$ cat src/rtl/itc_pkg.sv
package itc_pkg;
  localparam int DW    = 4;
  localparam int AW    = 6;
  localparam int NCTRL = 8;
  localparam logic [AW-1:0] STAT0_ADDR = 6'h20;
  localparam logic [AW-1:0] STAT1_ADDR = 6'h21;

  // control register indices
  localparam int C_PORT = 0;
  localparam int C_RST  = 1;
  localparam int C_CLR  = 2;
  localparam int C_OE   = 3;
  localparam int C_POL  = 4;
  localparam int C_TRG  = 5;
  localparam int C_MSK0 = 6;
  localparam int C_MSK1 = 7;

  // storage mask: bits that exist in each control register
  function automatic logic [DW-1:0] ctrl_keep(input int idx);
    case (idx)
      C_RST, C_CLR: return 4'h7;
      C_MSK1:       return 4'h3;
      default:      return 4'hF;
    endcase
  endfunction
endpackage

$ cat src/rtl/itc_ctrl_regs.sv
module itc_ctrl_regs
  import itc_pkg::*;
#(
  parameter int W  = DW,
  parameter int A  = AW,
  parameter int N  = NCTRL
) (
  input  logic           clk,
  input  logic           rst,
  input  logic           wr,
  input  logic [A-1:0]   addr,
  input  logic [W-1:0]   wdata,
  output logic [N*W-1:0] regs_flat
);
  for (genvar g = 0; g < N; g++) begin : g_reg
    logic [W-1:0] q;
    always_ff @(posedge clk) begin
      if (rst) q <= '0;
      else if (wr && addr == A'(g)) q <= wdata & W'(ctrl_keep(g));
    end
    assign regs_flat[g*W +: W] = q;
  end
endmodule

$ cat src/rtl/itc_sticky.sv
module itc_sticky #(
  parameter int W = 4
) (
  input  logic         clk,
  input  logic         rst,
  input  logic         clr,
  input  logic [W-1:0] ev,
  output logic [W-1:0] q
);
  for (genvar g = 0; g < W; g++) begin : g_bit
    always_ff @(posedge clk) begin
      if (rst || clr) q[g] <= 1'b0;
      else if (ev[g]) q[g] <= 1'b1;
    end

    a_r4_capture: assert property (@(posedge clk) disable iff (rst)
      (ev[g] && !clr) |=> q[g]);
    a_r4_hold: assert property (@(posedge clk) disable iff (rst)
      (q[g] && !clr) |=> q[g]);
    a_r5_clear: assert property (@(posedge clk) disable iff (rst)
      clr |=> !q[g]);
  end
endmodule

$ cat src/rtl/itc_sync.sv
module itc_sync #(
  parameter int N      = 2,
  parameter int STAGES = 2
) (
  input  logic         clk,
  input  logic         rst,
  input  logic [N-1:0] d,
  output logic [N-1:0] q
);
  for (genvar g = 0; g < N; g++) begin : g_ch
    logic [STAGES-1:0] sh;
    always_ff @(posedge clk) begin
      if (rst) sh <= '0;
      else     sh <= {sh[STAGES-2:0], d[g]};
    end
    assign q[g] = sh[STAGES-1];
  end
endmodule

$ cat src/rtl/irq_trig_ctrl.sv
module irq_trig_ctrl
  import itc_pkg::*;
#(
  parameter int SYNC_STAGES = 2
) (
  input  logic          clk,
  input  logic          rst,
  input  logic [AW-1:0] bus_addr,
  input  logic          bus_wr,
  input  logic [DW-1:0] bus_wdata,
  output logic [DW-1:0] bus_rdata,
  input  logic [3:0]    ev_l2p,
  input  logic [1:0]    ev_p2l,
  input  logic [1:0]    trig_in,
  output logic [1:0]    trig_out,
  output logic [1:0]    trig_oe,
  output logic          irq1_n,
  output logic          irq1_oe,
  output logic          irq2_n,
  output logic          irq2_oe
);
  logic [NCTRL*DW-1:0] regs_flat;
  logic [DW-1:0]       ctrl [NCTRL];
  logic [3:0]          stk0;
  logic [1:0]          stk1;
  logic [1:0]          trig_sync, trig_act;
  logic                irq1_cond, irq2_cond;

  itc_ctrl_regs #(.W(DW), .A(AW), .N(NCTRL)) u_regs (
    .clk(clk), .rst(rst), .wr(bus_wr), .addr(bus_addr),
    .wdata(bus_wdata), .regs_flat(regs_flat)
  );

  for (genvar g = 0; g < NCTRL; g++) begin : g_unpack
    assign ctrl[g] = regs_flat[g*DW +: DW];
  end

  itc_sticky #(.W(4)) u_stk0 (
    .clk(clk), .rst(rst), .clr(ctrl[C_CLR][0]), .ev(ev_l2p), .q(stk0)
  );
  itc_sticky #(.W(2)) u_stk1 (
    .clk(clk), .rst(rst), .clr(ctrl[C_CLR][1]), .ev(ev_p2l), .q(stk1)
  );

  itc_sync #(.N(2), .STAGES(SYNC_STAGES)) u_sync (
    .clk(clk), .rst(rst), .d(trig_in), .q(trig_sync)
  );

  always_comb begin
    trig_act  = trig_sync ^ ctrl[C_POL][1:0];
    irq1_cond = (|(stk0 & ctrl[C_MSK0])) | (|(stk1 & ctrl[C_MSK1][1:0]))
              | (|(trig_act & ctrl[C_TRG][1:0]));
    irq2_cond = |(trig_act & ctrl[C_TRG][3:2]);
  end

  always_ff @(posedge clk) begin
    if (rst) begin
      irq1_n   <= 1'b1;
      irq2_n   <= 1'b1;
      trig_out <= '0;
      irq1_oe  <= 1'b0;
      irq2_oe  <= 1'b0;
      trig_oe  <= '0;
    end else begin
      irq1_n   <= ~irq1_cond;
      irq2_n   <= ~irq2_cond;
      trig_out <= {2{irq1_cond}} ^ ctrl[C_POL][3:2];
      irq1_oe  <= ctrl[C_OE][0];
      irq2_oe  <= ctrl[C_OE][1];
      trig_oe  <= ctrl[C_OE][3:2];
    end
  end

  always_ff @(posedge clk) begin
    if (rst) bus_rdata <= '0;
    else if (bus_addr[AW-1:3] == '0) bus_rdata <= ctrl[bus_addr[2:0]];
    else if (bus_addr == STAT0_ADDR) bus_rdata <= stk0;
    else if (bus_addr == STAT1_ADDR) bus_rdata <= {2'b00, stk1};
    else bus_rdata <= '0;
  end

  a_r6_mask_to_irq1: assert property (@(posedge clk) disable iff (rst)
    (|(stk0 & ctrl[C_MSK0])) |=> !irq1_n);
  a_r8_trig_oe_off: assert property (@(posedge clk) disable iff (rst)
    !ctrl[C_OE][2] |=> !trig_oe[0]);
  a_r1_irq2_idle: assert property (@(posedge clk) disable iff (rst)
    (ctrl[C_TRG][3:2] == 2'b00) |=> irq2_n);
endmodule

$ cat config.mk
export PLATFORM = sky130hd
export DESIGN_NAME = irq_trig_ctrl
export DESIGN_NICKNAME = d
export VERILOG_FILES = /design/src/rtl/itc_pkg.sv /design/src/rtl/itc_ctrl_regs.sv /design/src/rtl/itc_sticky.sv /design/src/rtl/itc_sync.sv /design/src/rtl/irq_trig_ctrl.sv
export SDC_FILE = /design/constraint.sdc
export NUM_CORES = 1
export LEC_CHECK = 0
export CORE_AREA = 10 10 82 66
export DETAILED_ROUTE_END_ITERATION = 10
export DIE_AREA = 0 0 92 76
export GPL_ROUTABILITY_DRIVEN = 0
export GPL_TIMING_DRIVEN = 1
export PLACE_DENSITY = 0.79
export RECOVER_POWER = 25
export REMOVE_ABC_BUFFERS = 1
export SLEW_MARGIN = 20
export SYNTH_ARGS = -nofsm -noshare
export SYNTH_HDL_FRONTEND = slang
export SYNTH_SLANG_ARGS = --single-unit
$ cat constraint.sdc
create_clock -name clk -period 3.05 [get_ports clk]
set_input_delay 0.61 -clock clk [delete_from_list [all_inputs] [get_ports clk]]
set_output_delay 0.61 -clock clk [all_outputs]
set_load 0.05 [all_outputs]
==> metrics.md <==
| Metric | Value |
|---|---|
| Hpwl dp | `between 3000 and 4000 um` |
| Post-route non-filler standard cell count | `about 280` |
| Placed insts | `approximately 280` |
| Peak Freq | `around 440 MHz` |
| DP Worst Slack | `0.507 ns` |
| DRC violations left | `0` |
| Layout cells sized above 1 | `a little over a tenth` |
| Total GRT Usage | `a little over an eighth` |
| Prevailing post-synth register cell | `dfxtp_1` |
| H-tree Lvls | `2` |
| CTS max path bufs | `2` |
| Fin Clk Skew | `~0.0093 ns` |
| Die H | `76 um` |
| Final setup fails | `0` |
| Most frequent cells in the layout | `50 x dfxtp_1, 37 x nor2_1, 34 x mux2i_1, 31 x clkdlybuf4s50_1, 11 x nor2b_1` |
| Multi-input logic area | `about 1000 um^2` |
| Cell Area, Placed | `between 2000 and 2500 um^2` |
| Final WS setup | `0.765 ns` |
| DR WL/cell | `between 15 and 20 um` |
| Final Critical Period | `about 2.3 ns` |
| Status | `complete, no violations` |
| Unrepaired setup endpoints after global routing | `no` |
| Fill cells | `between 300 and 400` |
| CTS Buf Count | `5` |
| Avg Vias per Cell | `about 5.3` |
| Skew-Pair Late Insertion Delay | `roughly 0.31 ns` |
| Mux cell area share after synthesis | `between 20% and 30%` |
| Slew Limit Fails | `0` |
| Peak VDD IR | `between 0.0003 and 0.0004 V` |
| Critical path class | `input port to flop` |
| 1st-iter DRT viols | `85` |
| Cell area after synthesis | `between 2000 and 2500 um^2` |
| Period utilisation layout | `74.9%` |
| Initial antenna violation count | `0` |
| Critical Path AT | `about 2.5 ns` |
| Reg clk slew, reported paths | `0.08 ns` |
| CP required | `roughly 3.2 ns` |
| Port Buf Inserts | `32` |
| # diodes | `0` |
| Final design utilization | `65.0%` |
| Worst slew pin tran | `0.986 ns` |
| Drt first pass iters | `4` |
| Area growth syn-to-layout | `22.7%` |
| Cells after Synth | `194` |
| Slew margin rel. | `34.3%` |
| Seq cells post-synth | `50` |
| EDFF count, synth | `0` |
| First-pass GRT wire length | `7620 um` |
| Synth unique cells | `34` |
| # hold bufs at CTS | `0` |
| Crit-path max FO | `15` |
| Clock Tree Root | `clkbuf_8` |
| Synth Area per Inst | `between 10 and 15 um^2` |
| Max-cap violations | `0` |
| Post-Synth Adder-Cell Area | `0%` |
| Grt ovf | `0` |
| Chip width | `slightly above 90 um` |
| Setup tns final | `0 ns` |
| XOR/XNOR Fraction of Synth Area | `0.846%` |
| Final instance area | `2540 um^2` |
| Pin count of the biggest net entering global routing | `24` |
| Vias in the first global route | `~1.6k` |
| CTS tree | `yes` |
| Initial Utilization | `between 50% and 60%` |
| Die Area | `6990 um^2` |
| Setup bufs post-CTS | `0` |
| Synthesis Warnings | `0` |
| Area of the core | `around 3900 um^2` |
| Post-synthesis compound-gate area fraction | `just over 6%` |
| # IOs | `33` |
| FF+latch area | `around 1000 um^2` |
| FFs w/ async S/R, synth | `0%` |
| Post-synthesis sequential area ratio | `between 40% and 50%` |
| Synth Area in Simple Gates | `approximately a fifth` |
| Largest family of logic cells by synthesized area | `multiplexers` |
| Hold Path Class | `flop to flop` |
| Layout Nets | `about 250` |
| Crit. End Element | `flop` |
| Post-CTS Resized | `0` |
| Startpoint types | `input port` |
| Routed vias | `1512` |
| Rows | `20` |
| # clock sinks | `50` |
| Commonest non-fill, non-tap cell in the layout | `dfxtp_1` |
| ANT nets after route | `0` |
| Pwr Density | `between 400 and 500 nW/um^2` |
| Final Hold Vio Count | `0` |
| Post-Route WL | `4450 um` |
| Leakage | `approximately 0.001 uW` |
==> through the flow <==
stage,power (uW),hold slack [ns]
floorplan,715,0.414
global placement,782,0.419
detailed placement,783,0.428
CTS,1170,0.448
global route,1200,0.466
finish,1160,0.445
==> worst max-delay path: stages <==
cell	delay [ns]
clkdlybuf4s50_1	1.00
nand4b_1	0.48
mux2i_1	0.30
nor2_1	0.05
==> kinds of logic after synthesis <==
group                     count (synthesis)
DFF                                      50
AOI/OAI and AO/OA                        17
buffers and inverters                    12
muxes                                    41
and+or+nand+nor                          72
xor gates and xnor gates                  2
==> worst paths after layout <==
path | startpoint | cells past startpoint | slack (ns) | end
worst max-delay path | bus_addr[2] | 4 | 0.76 | u_regs.g_reg[5].q[1]
worst min-delay path | u_sync.g_ch[1].sh[0] | 1 | 0.45 | u_sync.g_ch[1].sh[1]
worst max register to register | u_stk1.q[1] | 4 | 1.41 | trig_out[1]
worst min register to register | u_sync.g_ch[1].sh[0] | 1 | 0.45 | u_sync.g_ch[1].sh[1]
==> layout make-up <==
cell class,count,area share (%)
tap,55,2.71
clock buffer,7,3.40
sequential,50,39.4
timing repair buffer,38,14.1
multi-input combinational,132,40.2
clock inverter,1,0.197
==> cells in the mapped netlist (2+ instances only) <==
master    count  area (um^2)
nand3_1       4         20.0
a22oi_1       4         30.0
mux4_2        5          113
mux2_2        2         22.5
o21a_1        4         30.0
nor2b_1      11         68.8
o211ai_1      2         15.0
or2_2         2         12.5
clkbuf_1      8         30.0
nand2_1       4         15.0
mux2i_1      34          340
dfxtp_1      50         1000
nor2_1       37          139
xor2_1        2         17.5
nor3_1        3         15.0
o22ai_1       2         12.5
buf_2         3         15.0
==> power breakdown <==
group,internal [uW],switching [uW],leakage (uW)
combinational,46.5,50.3,0.000550
clock,183,207,0.0000482
sequential,663,8.02,0.000406
total,892,266,0.00100
==> sequential cells by signal, summed over array words and instances (netlist names), 2 cells and up <==
signal,flops
u_regs.g.q,28
u_stk1.q,2
u_stk0.q,4
bus_rdata,4
u_sync.g_ch.sh,4
trig_out,2
trig_oe,2
==> routing by layer <==
| layer | part of all wire [%] | wire [um] | up-vias | track usage (%) |
|---|---|---|---|---|
| li1 | - | - | 753 | - |
| met1 | 49 | 2170 | 710 | 17.2 |
| met2 | 42 | 1860 | 40 | 19.6 |
| met3 | 7.4 | 328 | 9 | 4.72 |
| met4 | 2.0 | 89 | 0 | 5.54 |
| met5 | 0 | 0 | - | 0 |
No activity file was read; power rests on OpenSTA's default activity.
